--- src/rtl/irqc_pkg.sv ---
package irqc_pkg;
  localparam int EXT_SRC    = 16;
  localparam int DIRECT_SRC = 5;
  localparam int TIMER_CNT  = 4;
  localparam int NUM_SRC    = EXT_SRC + TIMER_CNT;
  localparam int PRIO_W     = 4;
  localparam int TIMER_W    = 16;
  localparam int DATA_W     = 16;
  localparam int ADDR_W     = 6;
  localparam int ID_W       = $clog2(NUM_SRC + 1);
  localparam int SRC_IDX_W  = $clog2(NUM_SRC);
  localparam int TMR_IDX_W  = $clog2(TIMER_CNT);
  localparam logic [ID_W-1:0]   SPURIOUS_ID = '1;
  localparam logic [ADDR_W-1:0] ADDR_MODE   = ADDR_W'(32);
  localparam logic [ADDR_W-1:0] ADDR_ACK    = ADDR_W'(33);
  localparam logic [ADDR_W-1:0] ADDR_EOI    = ADDR_W'(34);
  localparam logic [ADDR_W-1:0] ADDR_TIMER  = ADDR_W'(40);

  typedef enum logic [2:0] {
    RD_NONE, RD_CFG, RD_MODE, RD_ACK, RD_TIMER
  } rdSel_e;

  typedef struct packed {
    logic                 cfgWr;
    logic [SRC_IDX_W-1:0] cfgIdx;
    logic                 timerWr;
    logic [TMR_IDX_W-1:0] timerIdx;
    logic                 ack;
    logic                 eoi;
    rdSel_e               rdSel;
    logic [DATA_W-1:0]    wrData;
  } ctrlStrobes_t;
endpackage

--- src/rtl/irqc_arbiter.sv ---
module irqc_arbiter #(
  parameter int N  = 20,
  parameter int PW = 4,
  parameter int IW = 5
) (
  input  logic [N-1:0]         valid,
  input  logic [N-1:0][PW-1:0] prio,
  output logic                 found,
  output logic [IW-1:0]        winId,
  output logic [PW-1:0]        winPrio
);
  // Strict greater-than keeps the lowest index on ties; priority 0 never wins.
  always_comb begin
    found   = 1'b0;
    winId   = '0;
    winPrio = '0;
    for (int i = 0; i < N; i++) begin
      if (valid[i] && (prio[i] > winPrio)) begin
        found   = 1'b1;
        winId   = IW'(i);
        winPrio = prio[i];
      end
    end
  end
endmodule

--- src/rtl/irqc_datapath.sv ---
module irqc_datapath
  import irqc_pkg::*;
(
  input  logic                  clk,
  input  logic                  rstN,
  input  ctrlStrobes_t          strobes,
  input  logic                  serialMode,
  input  logic [DIRECT_SRC-1:0] directIn,
  input  logic                  serSync,
  input  logic                  serData,
  output logic                  reqValid,
  output logic [DATA_W-1:0]     dpRdData
);
  localparam int BIT_CNT_W = $clog2(EXT_SRC);
  localparam logic [BIT_CNT_W-1:0] LAST_BIT = BIT_CNT_W'(EXT_SRC - 1);

  // configuration
  logic [NUM_SRC-1:0][PRIO_W-1:0] prioVec;
  logic [NUM_SRC-1:0]             maskVec;
  logic [NUM_SRC-1:0]             edgeVec;

  // source capture
  logic [DIRECT_SRC-1:0] directReg;
  logic [EXT_SRC-1:0]    serShift, shiftNext, serState;
  logic                  frameActive, serCommit;
  logic [BIT_CNT_W-1:0]  bitCnt;
  logic [EXT_SRC-1:0]    extRaw, extPrev, edgeLatch, extPend;

  // timers
  logic [TIMER_CNT-1:0][TIMER_W-1:0] tmrBase, tmrCnt;
  logic [TIMER_CNT-1:0]              tmrPend, tmrExpire, tmrLoad;

  // service state
  logic [NUM_SRC-1:0]  inService, pendVec, eligible;
  logic                winFound, isFound, ackTake;
  logic [ID_W-1:0]     winId, isId;
  logic [PRIO_W-1:0]   winPrio, isPrio;

  always_ff @(posedge clk or negedge rstN) begin
    if (!rstN) begin
      prioVec <= '0;
      maskVec <= '0;
      edgeVec <= '0;
    end else if (strobes.cfgWr) begin
      prioVec[strobes.cfgIdx] <= strobes.wrData[PRIO_W-1:0];
      maskVec[strobes.cfgIdx] <= strobes.wrData[PRIO_W];
      edgeVec[strobes.cfgIdx] <= strobes.wrData[PRIO_W+1];
    end
  end

  // serial frame capture: bits land in a shadow, committed together at frame end
  always_comb begin
    shiftNext = serShift;
    if (frameActive && !serSync) shiftNext[bitCnt] = serData;
  end
  assign serCommit = frameActive && !serSync && (bitCnt == LAST_BIT);

  always_ff @(posedge clk or negedge rstN) begin
    if (!rstN) begin
      directReg   <= '0;
      serShift    <= '0;
      serState    <= '0;
      frameActive <= 1'b0;
      bitCnt      <= '0;
    end else begin
      directReg <= directIn;
      serShift  <= shiftNext;
      if (serSync) begin
        frameActive <= 1'b1;
        bitCnt      <= '0;
      end else if (frameActive) begin
        bitCnt <= bitCnt + 1'b1;
        if (serCommit) frameActive <= 1'b0;
      end
      if (serCommit) serState <= shiftNext;
    end
  end

  assign extRaw  = serialMode ? serState : EXT_SRC'(directReg);
  assign ackTake = strobes.ack && reqValid;

  generate
    for (genvar e = 0; e < EXT_SRC; e++) begin : g_extPend
      assign extPend[e] = edgeVec[e] ? edgeLatch[e] : extRaw[e];
    end
    for (genvar t = 0; t < TIMER_CNT; t++) begin : g_tmrCtl
      assign tmrLoad[t]   = strobes.timerWr && (strobes.timerIdx == TMR_IDX_W'(t));
      assign tmrExpire[t] = !tmrLoad[t] && (tmrBase[t] != '0) && (tmrCnt[t] == '0);
    end
  endgenerate

  always_ff @(posedge clk or negedge rstN) begin
    if (!rstN) begin
      extPrev   <= '0;
      edgeLatch <= '0;
    end else begin
      extPrev <= extRaw;
      for (int e = 0; e < EXT_SRC; e++) begin
        if (edgeVec[e] && extRaw[e] && !extPrev[e]) edgeLatch[e] <= 1'b1;
        else if (ackTake && (winId == ID_W'(e))) edgeLatch[e] <= 1'b0;
      end
    end
  end

  always_ff @(posedge clk or negedge rstN) begin
    if (!rstN) begin
      tmrBase <= '0;
      tmrCnt  <= '0;
      tmrPend <= '0;
    end else begin
      for (int t = 0; t < TIMER_CNT; t++) begin
        if (tmrLoad[t]) begin
          tmrBase[t] <= strobes.wrData[TIMER_W-1:0];
          tmrCnt[t]  <= strobes.wrData[TIMER_W-1:0];
        end else if (tmrBase[t] != '0) begin
          tmrCnt[t] <= (tmrCnt[t] == '0) ? tmrBase[t] : tmrCnt[t] - 1'b1;
        end
        if (tmrExpire[t]) tmrPend[t] <= 1'b1;
        else if (ackTake && (winId == ID_W'(EXT_SRC + t))) tmrPend[t] <= 1'b0;
      end
    end
  end

  assign pendVec  = {tmrPend, extPend};
  assign eligible = pendVec & ~maskVec & ~inService;

  irqc_arbiter #(.N(NUM_SRC), .PW(PRIO_W), .IW(ID_W)) u_winArb (
    .valid(eligible), .prio(prioVec),
    .found(winFound), .winId(winId), .winPrio(winPrio)
  );

  irqc_arbiter #(.N(NUM_SRC), .PW(PRIO_W), .IW(ID_W)) u_svcArb (
    .valid(inService), .prio(prioVec),
    .found(isFound), .winId(isId), .winPrio(isPrio)
  );

  assign reqValid = winFound && (winPrio > isPrio);

  always_ff @(posedge clk or negedge rstN) begin
    if (!rstN) begin
      inService <= '0;
    end else begin
      if (ackTake) inService[winId] <= 1'b1;
      if (strobes.eoi && isFound) inService[isId] <= 1'b0;
    end
  end

  always_comb begin
    case (strobes.rdSel)
      RD_CFG:   dpRdData = DATA_W'({edgeVec[strobes.cfgIdx], maskVec[strobes.cfgIdx],
                                    prioVec[strobes.cfgIdx]});
      RD_ACK:   dpRdData = DATA_W'(reqValid ? winId : SPURIOUS_ID);
      RD_TIMER: dpRdData = DATA_W'(tmrBase[strobes.timerIdx]);
      default:  dpRdData = '0;
    endcase
  end

  AST_ACK_MARKS: assert property (@(posedge clk) disable iff (!rstN)
    ackTake |=> inService[$past(winId)]) else $error("ack did not mark source");
  AST_EOI_RETIRES: assert property (@(posedge clk) disable iff (!rstN)
    (strobes.eoi && isFound) |=> !inService[$past(isId)]) else $error("eoi left mark");
  AST_FRAME_HOLD: assert property (@(posedge clk) disable iff (!rstN)
    !serCommit |=> $stable(serState)) else $error("serial state moved mid-frame");
  AST_EDGE_STICKY: assert property (@(posedge clk) disable iff (!rstN)
    !ackTake |=> ((edgeLatch & $past(edgeLatch)) == $past(edgeLatch))) else $error("edge latch lost");

  generate
    for (genvar t = 0; t < TIMER_CNT; t++) begin : g_tmrChk
      AST_TIMER_BOUND: assert property (@(posedge clk) disable iff (!rstN)
        (tmrBase[t] != '0) |-> (tmrCnt[t] <= tmrBase[t])) else $error("timer count above base");
    end
  endgenerate
endmodule

--- src/rtl/irqc_control.sv ---
module irqc_control
  import irqc_pkg::*;
(
  input  logic              clk,
  input  logic              rstN,
  input  logic              regWrEn,
  input  logic              regRdEn,
  input  logic [ADDR_W-1:0] regAddr,
  input  logic [DATA_W-1:0] regWrData,
  input  logic              reqValid,
  input  logic [DATA_W-1:0] dpRdData,
  output ctrlStrobes_t      strobes,
  output logic              serialMode,
  output logic [DATA_W-1:0] regRdData,
  output logic              coreIrq,
  output logic              hostIrq
);
  logic              agentMode, modeWr;
  logic [ADDR_W-1:0] tOff;

  assign tOff = regAddr - ADDR_TIMER;

  always_comb begin
    strobes        = '0;
    strobes.rdSel  = RD_NONE;
    strobes.wrData = regWrData;
    modeWr         = 1'b0;
    if (regAddr < ADDR_W'(NUM_SRC)) begin
      strobes.cfgIdx = regAddr[SRC_IDX_W-1:0];
      strobes.cfgWr  = regWrEn;
      if (regRdEn) strobes.rdSel = RD_CFG;
    end else if (regAddr == ADDR_MODE) begin
      modeWr = regWrEn;
      if (regRdEn) strobes.rdSel = RD_MODE;
    end else if (regAddr == ADDR_ACK) begin
      strobes.ack = regRdEn;
      if (regRdEn) strobes.rdSel = RD_ACK;
    end else if (regAddr == ADDR_EOI) begin
      strobes.eoi = regWrEn;
    end else if ((regAddr >= ADDR_TIMER) && (tOff < ADDR_W'(TIMER_CNT))) begin
      strobes.timerIdx = tOff[TMR_IDX_W-1:0];
      strobes.timerWr  = regWrEn;
      if (regRdEn) strobes.rdSel = RD_TIMER;
    end
  end

  always_ff @(posedge clk or negedge rstN) begin
    if (!rstN) begin
      serialMode <= 1'b0;
      agentMode  <= 1'b0;
    end else if (modeWr) begin
      serialMode <= regWrData[0];
      agentMode  <= regWrData[1];
    end
  end

  assign regRdData = (strobes.rdSel == RD_MODE) ? DATA_W'({agentMode, serialMode}) : dpRdData;
  assign coreIrq   = reqValid && !agentMode;
  assign hostIrq   = reqValid && agentMode;

  AST_MODE_LOAD: assert property (@(posedge clk) disable iff (!rstN)
    modeWr |=> (agentMode == $past(regWrData[1]))) else $error("agent bit not loaded");
  AST_AGENT_ROUTE: assert property (@(posedge clk) disable iff (!rstN)
    (agentMode && $stable(agentMode)) |-> !coreIrq) else $error("core line in agent mode");
endmodule

--- src/rtl/irqc_top.sv ---
module irqc_top
  import irqc_pkg::*;
(
  input  logic                  clk,
  input  logic                  rstN,
  input  logic [DIRECT_SRC-1:0] directIn,
  input  logic                  serSync,
  input  logic                  serData,
  input  logic                  regWrEn,
  input  logic                  regRdEn,
  input  logic [ADDR_W-1:0]     regAddr,
  input  logic [DATA_W-1:0]     regWrData,
  output logic [DATA_W-1:0]     regRdData,
  output logic                  coreIrq,
  output logic                  hostIrq
);
  ctrlStrobes_t      strobes;
  logic              serialMode, reqValid;
  logic [DATA_W-1:0] dpRdData;

  irqc_control u_ctrl (
    .clk(clk), .rstN(rstN), .regWrEn(regWrEn), .regRdEn(regRdEn),
    .regAddr(regAddr), .regWrData(regWrData), .reqValid(reqValid),
    .dpRdData(dpRdData), .strobes(strobes), .serialMode(serialMode),
    .regRdData(regRdData), .coreIrq(coreIrq), .hostIrq(hostIrq)
  );

  irqc_datapath u_dp (
    .clk(clk), .rstN(rstN), .strobes(strobes), .serialMode(serialMode),
    .directIn(directIn), .serSync(serSync), .serData(serData),
    .reqValid(reqValid), .dpRdData(dpRdData)
  );
endmodule

--- config.mk ---
export PLATFORM = sky130hd
export DESIGN_NAME = irqc_top
export DESIGN_NICKNAME = d
export VERILOG_FILES = /design/src/rtl/irqc_pkg.sv /design/src/rtl/irqc_arbiter.sv /design/src/rtl/irqc_datapath.sv /design/src/rtl/irqc_control.sv /design/src/rtl/irqc_top.sv
export SDC_FILE = /design/constraint.sdc
export NUM_CORES = 1
export LEC_CHECK = 0
export ABC_AREA = 1
export BUFFER_PORTS_ARGS = -buffer_cell sky130_fd_sc_hd__buf_4
export CORE_UTILIZATION = 56
export DETAILED_ROUTE_END_ITERATION = 16
export PLACE_DENSITY = 0.75
export SLEW_MARGIN = 5
export SYNTH_ARGS = -nofsm -noshare
export SYNTH_HDL_FRONTEND = slang
export SYNTH_HIERARCHICAL = 1
export SYNTH_SLANG_ARGS = --single-unit
--- constraint.sdc ---
create_clock -name clk -period 57.9 [get_ports clk]
set_clock_uncertainty 0.1 [all_clocks]
set_input_delay 5.79 -clock clk [delete_from_list [all_inputs] [get_ports clk]]
set_output_delay 5.79 -clock clk [all_outputs]
set_load 0.03 [all_outputs]
==> metrics.yaml, run 1 <==
cts:
  cts_tree: "done"
  clock_sinks: 347
  cts_resized: 0
  clk_latency_ns: 0.54
  cts_hold_buf: 0
  path_clk_slew_ns: 0.06
  numCtsBuffers: 38
  post_cts_buffers: 0
  cts_buffer_depth: 3
  clockRootBuffer: "clkbuf_16"
  htree_levels: 2
sta:
  post-route-min-period_ns: 30.25
  setup_viol: 0
  layout_worst_path_cycle_share: 0.522
  slew_headroom: 0.124
  timing.fmax_mhz: 33.1
  fin_setup_tns_ns: 0
  finalHoldViolCount: 0
  maxSlewViolCount: 0
  rsz0062_at_grt: "false"
  worstMarginPinSlew_ns: 1.30
worst_setup_path:
  crit_path_start_kind: "flip-flop"
  critPathKind: "reg2out"
  required_ns: 52.01
  cp-end-kind: "output pin"
  critPathMaxFanout: 19
  max_stage_delay_ns: 0.73
  r2r.worst_path.cells: 166
  arrival_ns: 24.36
  cp_slowest_cell: "dfrtp_1"
  cpMostUsedCell: "nand2_1"
synth:
  synth.yosys.seq_area_share: 0.322
  synthesis.nets: 4113
  synth_top_area_share: 0.322
  synth_top_family_by_area: "simple AND/OR/NAND/NOR gates"
  synth_most_common_cell: "nand2_1"
  synth_common_cells: "nand2_1, inv_1, nor2_1"
  synth_edf_count: 0
  synth-simple-area-share: 0.383
  ys_ff_latch: 347
  ys_async_sr_fraction: 1.00
  syn_area_per_cell_um2: 6.85
  netlist_top_cells_area: "dfrtp_1, nand2_1, inv_1, ha_1, nand3_1"
  synthCells: 3943
  synth_compound_area_frac: 0.123
  synth_mux_area_frac: 0.00111
  synth_xor_area_frac: 0.00324
  ys_warn_count: 6
  synth-adder-area-share: 0.0635
  synth_largest_area_cell: "dfrtp_1"
  ys.flop_type: "dfrtp_1"
  syn_area_um2: 27000
  synth_cell_type_count: 52
floorplan:
  placementRows: 80
  io-pin-count: 51
  die_area_um2: 49100
  chipWidth_um: 222
  die_h_um: 222
  start_util: 0.567
  core_area_um2: 47600
placement:
  dp_hpwl_um: 57200
  gp_congestion: 1.00
  io_buffers: 50
detailed_routing:
  drt_first_pass_iters: 5
  routed_wirelength_um: 76900
  drc_errors: 0
  vias: 25400
  ant_nets: 0
  first_iter_violations: 2429
  routed_via_density: 5.57
  wl_per_cell_um: 16.9
worst_hold_path:
  min_delay_path_depth: 1
  hold_path.class: "reg2reg"
cells_and_area:
  num_antenna_cells: 0
  synthToLayoutAreaGrowth_pct: 6.38
  layout-drive-gt1-share: 0.109
  fillers: 4507
  final_net_count: 4091
global_routing:
  grt_pass1_wl_um: 124000
  grt_overflow: 0
  grt_max_degree: 180
  antenna_found_initial: 0
  grt_pass1_vias: 23500
  grt_usage: 0.312
run:
  drv_cap: 0
status:
  status: "finished clean"
[stage by stage]
stage	hold slack [ns]	instances	worst slack, ns	utilization	cell area (um^2)
after floorplan	0.301	3943	31.27	-	27000
after global placement	0.305	4496	28.82	0.578	27500
after detailed placement	0.311	4496	28.52	0.578	27500
after CTS	0.323	4560	27.93	0.603	28700
after global routing	0.336	4560	25.30	0.603	28700
final	0.322	4560	27.65	0.603	28700
[worst max-delay path, delay by kind of cell, from the launching register on]
kind | cells | cell delay [ns]
adder cells (fa/ha/maj) | 20 | 6.16
flip-flops | 1 | 0.73
buffers and inverters | 22 | 1.53
AO/OA/AOI/OAI | 37 | 5.33
AND/OR/NAND/NOR | 86 | 10.03
[cells in the final DEF (no fill, tap or decap), types with 8 or more instances in the layout]
cell,instances
a21oi_1,73
a221oi_1,10
a31oi_1,11
buf_4,56
clkbuf_16,39
clkbuf_8,10
dfrtp_1,347
ha_1,137
inv_1,543
inv_2,20
nand2_1,1119
nand2_2,84
nand2_4,48
nand3_1,319
nand3_2,52
nand4_1,72
nor2_1,384
nor2_2,41
nor2_4,37
nor3_1,16
o21ai_0,248
o21ai_1,18
o21bai_1,135
o22ai_1,22
or2_2,12
xor2_1,8
[cells by family (layout without fill, tap and decap cells)]
kind of cell | after synthesis | in the layout
simple gates | 2208 | 2208
buf+inv | 685 | 687
compound gates | 553 | 553
flops | 347 | 347
fa+ha+maj | 137 | 137
xor+xnor | 10 | 10
mux | 3 | 3
[worst paths after layout]
| path | start | to | slack (ns) |
|---|---|---|---|
| setup / recovery | u_ctrl/serialMode | regRdData[0] | 27.65 |
| hold / removal | u_dp/extPrev[4] | u_dp/edgeLatch[4] | 0.32 |
| max in group asynchronous | rstN | u_dp/edgeVec[4] | 50.19 |
| min in group asynchronous | rstN | u_dp/tmrCnt[11] | 5.16 |
| setup reg to reg | u_ctrl/serialMode | u_dp/edgeLatch[9] | 33.51 |
| hold reg to reg | u_dp/extPrev[4] | u_dp/edgeLatch[4] | 0.32 |
[registers in the layout, indices dropped and copies added (netlist names)]
name	count
u_dp/directReg	5
u_dp/maskVec	20
u_dp/serShift	15
u_dp/frameActive	1
u_ctrl/serialMode	1
u_dp/extPrev	16
u_dp/edgeLatch	16
u_dp/tmrCnt	64
u_dp/serState	16
u_dp/tmrPend	4
u_dp/tmrBase	64
u_dp/inService	20
u_dp/edgeVec	20
u_ctrl/agentMode	1
u_dp/bitCnt	4
u_dp/prioVec	80
[cell type report]
class,count,area [um^2],share of cell area
inverter,565,2120,0.0738
sequential,347,8680,0.302
tap,615,769,0.0268
clock inverter,10,62.6,0.00218
timing repair buffer,58,455,0.0159
clock buffer,54,1130,0.0394
multi-input combinational,2911,15500,0.540
[metal layers]
layer / GRT usage / vias up / share of wire
met5: 0 / - / 0
met4: 0.106 / 0 / 0.034
met3: 0.0486 / 169 / 0.080
met2: 0.483 / 1004 / 0.44
met1: 0.444 / 11700 / 0.45
li1: - / 12500 / -
Power of run 1 is not shown: default switching activity piles up to over one toggle a cycle in this logic, so the estimate is an artifact.
==> run 2: changes to the inputs <==
PLACE_DENSITY = 0.78   (was 0.75)
clock period = 27.8 ns   (was 57.9 ns; I/O delays follow)
==> run 2 against run 1 <==
Critical path depth stayed put. Via count is 1.9% higher. Critical endpoint unchanged. Worst setup slack worse by 26 ns. Non-clock buffer count is 22 higher. Register-to-register slack worse by 29 ns. Critical path type unchanged.
==> metrics.yaml, run 2 (same netlist as run 1, synthesis figures left out) <==
sta:
  layout_worst_path_cycle_share: 0.925
  setup_viol: 0  # unchanged
  post-route-min-period_ns: 25.72
  worstMarginPinSlew_ns: 1.07  # -0.239 ns
  slew_headroom: 0.287  # +0.164
  timing.fmax_mhz: 38.9
  finalHoldViolCount: 0  # unchanged
  maxSlewViolCount: 0  # unchanged
  fin_ws_ns: 2.08  # -25.58 ns
cts:
  clock_sinks: 347  # unchanged
  clk_latency_ns: 0.57  # +0.03 ns
  cts_buffer_depth: 3  # unchanged
  path_clk_slew_ns: 0.06  # about the same
  cts_tree: "done"
  cts_hold_buf: 0  # unchanged
  numCtsBuffers: 39  # +2.6%
  clockRootBuffer: "clkbuf_16"
  htree_levels: 2  # unchanged
floorplan:
  die_h_um: 222  # unchanged
  placementRows: 80  # unchanged
  core_area_um2: 47600  # unchanged
  chipWidth_um: 222  # unchanged
  start_util: 0.567  # unchanged
  io-pin-count: 51  # unchanged
  die_area_um2: 49100  # unchanged
cells_and_area:
  final_area_um2: 29200  # +1.7%
  utilization: 0.613  # +0.0102
  largest_reg_flops: 80  # unchanged
  fillers: 4354  # -3.4%
  synthToLayoutAreaGrowth_pct: 8.19
  layout-drive-gt1-share: 0.119  # +0.0105
  final_net_count: 4115  # +0.59%
  top_register: "u_dp/prioVec"
  final_cell_mix: "nand2_1, inv_1, nor2_1"
  final_common_cell: "nand2_1"
  largestRegisters: "u_dp/prioVec x80, u_dp/tmrBase x64, u_dp/tmrCnt x64"
  num_antenna_cells: 0  # unchanged
worst_setup_path:
  arrival_ns: 22.84  # -1.52 ns
  cpMostUsedCell: "nand2_1"
  reg2reg_slack_ns: 4.80  # -28.71 ns
  cp_top_family: "simple AND/OR/NAND/NOR gates"
  crit_path_start_kind: "flip-flop"
  critPathKind: "reg2out"
  max_stage_delay_ns: 0.52  # -0.21 ns
  cp_slowest_cell: "dfrtp_4"
  critPathBufInv: 22  # unchanged
  required_ns: 24.92  # -27.09 ns
  critPathMaxFanout: 11  # -8
  cp-end-kind: "output pin"
detailed_routing:
  ant_nets: 0  # unchanged
  vias: 25900  # +1.9%
  wl_per_cell_um: 17.1  # +1.4%
  drc_errors: 0  # unchanged
  routed_wirelength_um: 78500  # +2.1%
  first_iter_violations: 2723  # +12%
  routed_via_density: 5.64  # +1.2%
  drt_first_pass_iters: 6  # +1
global_routing:
  grt_pass1_vias: 23400  # -0.65%
  grt_pass1_wl_um: 125000  # +1.6%
  grt_overflow: 0  # unchanged
  grt_max_degree: 159  # -12%
  antenna_found_initial: 0  # unchanged
  grt_usage: 0.317  # +0.00538
placement:
  dp_hpwl_um: 57600  # +0.59%
  place_ws_ns: 1.42  # -27.10 ns
  place_area_um2: 27600  # +0.11%
  gp_congestion: 1.00  # about the same
  io_buffers: 50  # unchanged
run:
  drv_cap: 0  # unchanged
status:
  status: "finished clean"
worst_hold_path:
  hold_path.class: "reg2reg"
==> run 2: cell count changes in the layout (fill, tap and decap cells not counted), sizes merged <==
cell      change
buf          +21
clkbuf        +6
bufinv        +5
clkinv        -2
clkinvlp      -2
inv           +1
nand2         +1
==> run 2: what timing repair did <==
item / 4_1_cts / 5_1_grt
setup endpoints to repair: 0 / 7
gates resized for setup: 0 / 39
hold endpoints to repair: 0 / 0
buffers inserted: 0 / 18
==> run 2: through the flow <==
stage,TNS [ns],cells,hold WS (ns)
after floorplan,0,3943,0.301
after global placement,0,4500,0.305
after detailed placement,0,4500,0.306
after CTS,0,4571,0.320
after global routing,-0.200,4590,0.326
final,0,4590,0.322
==> run 2: final timing paths <==
check	start	end	cells past startpoint
max reg2reg	u_ctrl/serialMode	u_dp/edgeLatch[0]	164
min in group asynchronous	rstN	u_dp/tmrCnt[12]	1
min reg2reg	u_dp/extPrev[4]	u_dp/edgeLatch[4]	1
max	u_ctrl/serialMode	regRdData[0]	165
min	u_dp/extPrev[4]	u_dp/edgeLatch[4]	1
max in group asynchronous	rstN	u_ctrl/serialMode	2
==> run 2: area by class of cell <==
type                            count  area (um^2)  share of cell area
Multi-Input combinational cell   2912        15600               0.535
Sequential cell                   347         8690               0.297
Inverter                          565         2120              0.0726
Clock buffer                       59         1190              0.0408
Tap cell                          615          769              0.0263
Timing Repair Buffer               80          618              0.0212
Clock inverter                     12          204             0.00698
==> run 2: layer usage <==
layer	wire (um)	share of wire	global-route usage	vias to the layer above
met5	0	0	0	-
li1	-	-	-	12600
met4	3050	0.039	0.127	0
met2	34800	0.44	0.488	1064
met1	34200	0.44	0.452	12000
met3	6360	0.081	0.0421	173
Power of run 2 is left out for the same reason.
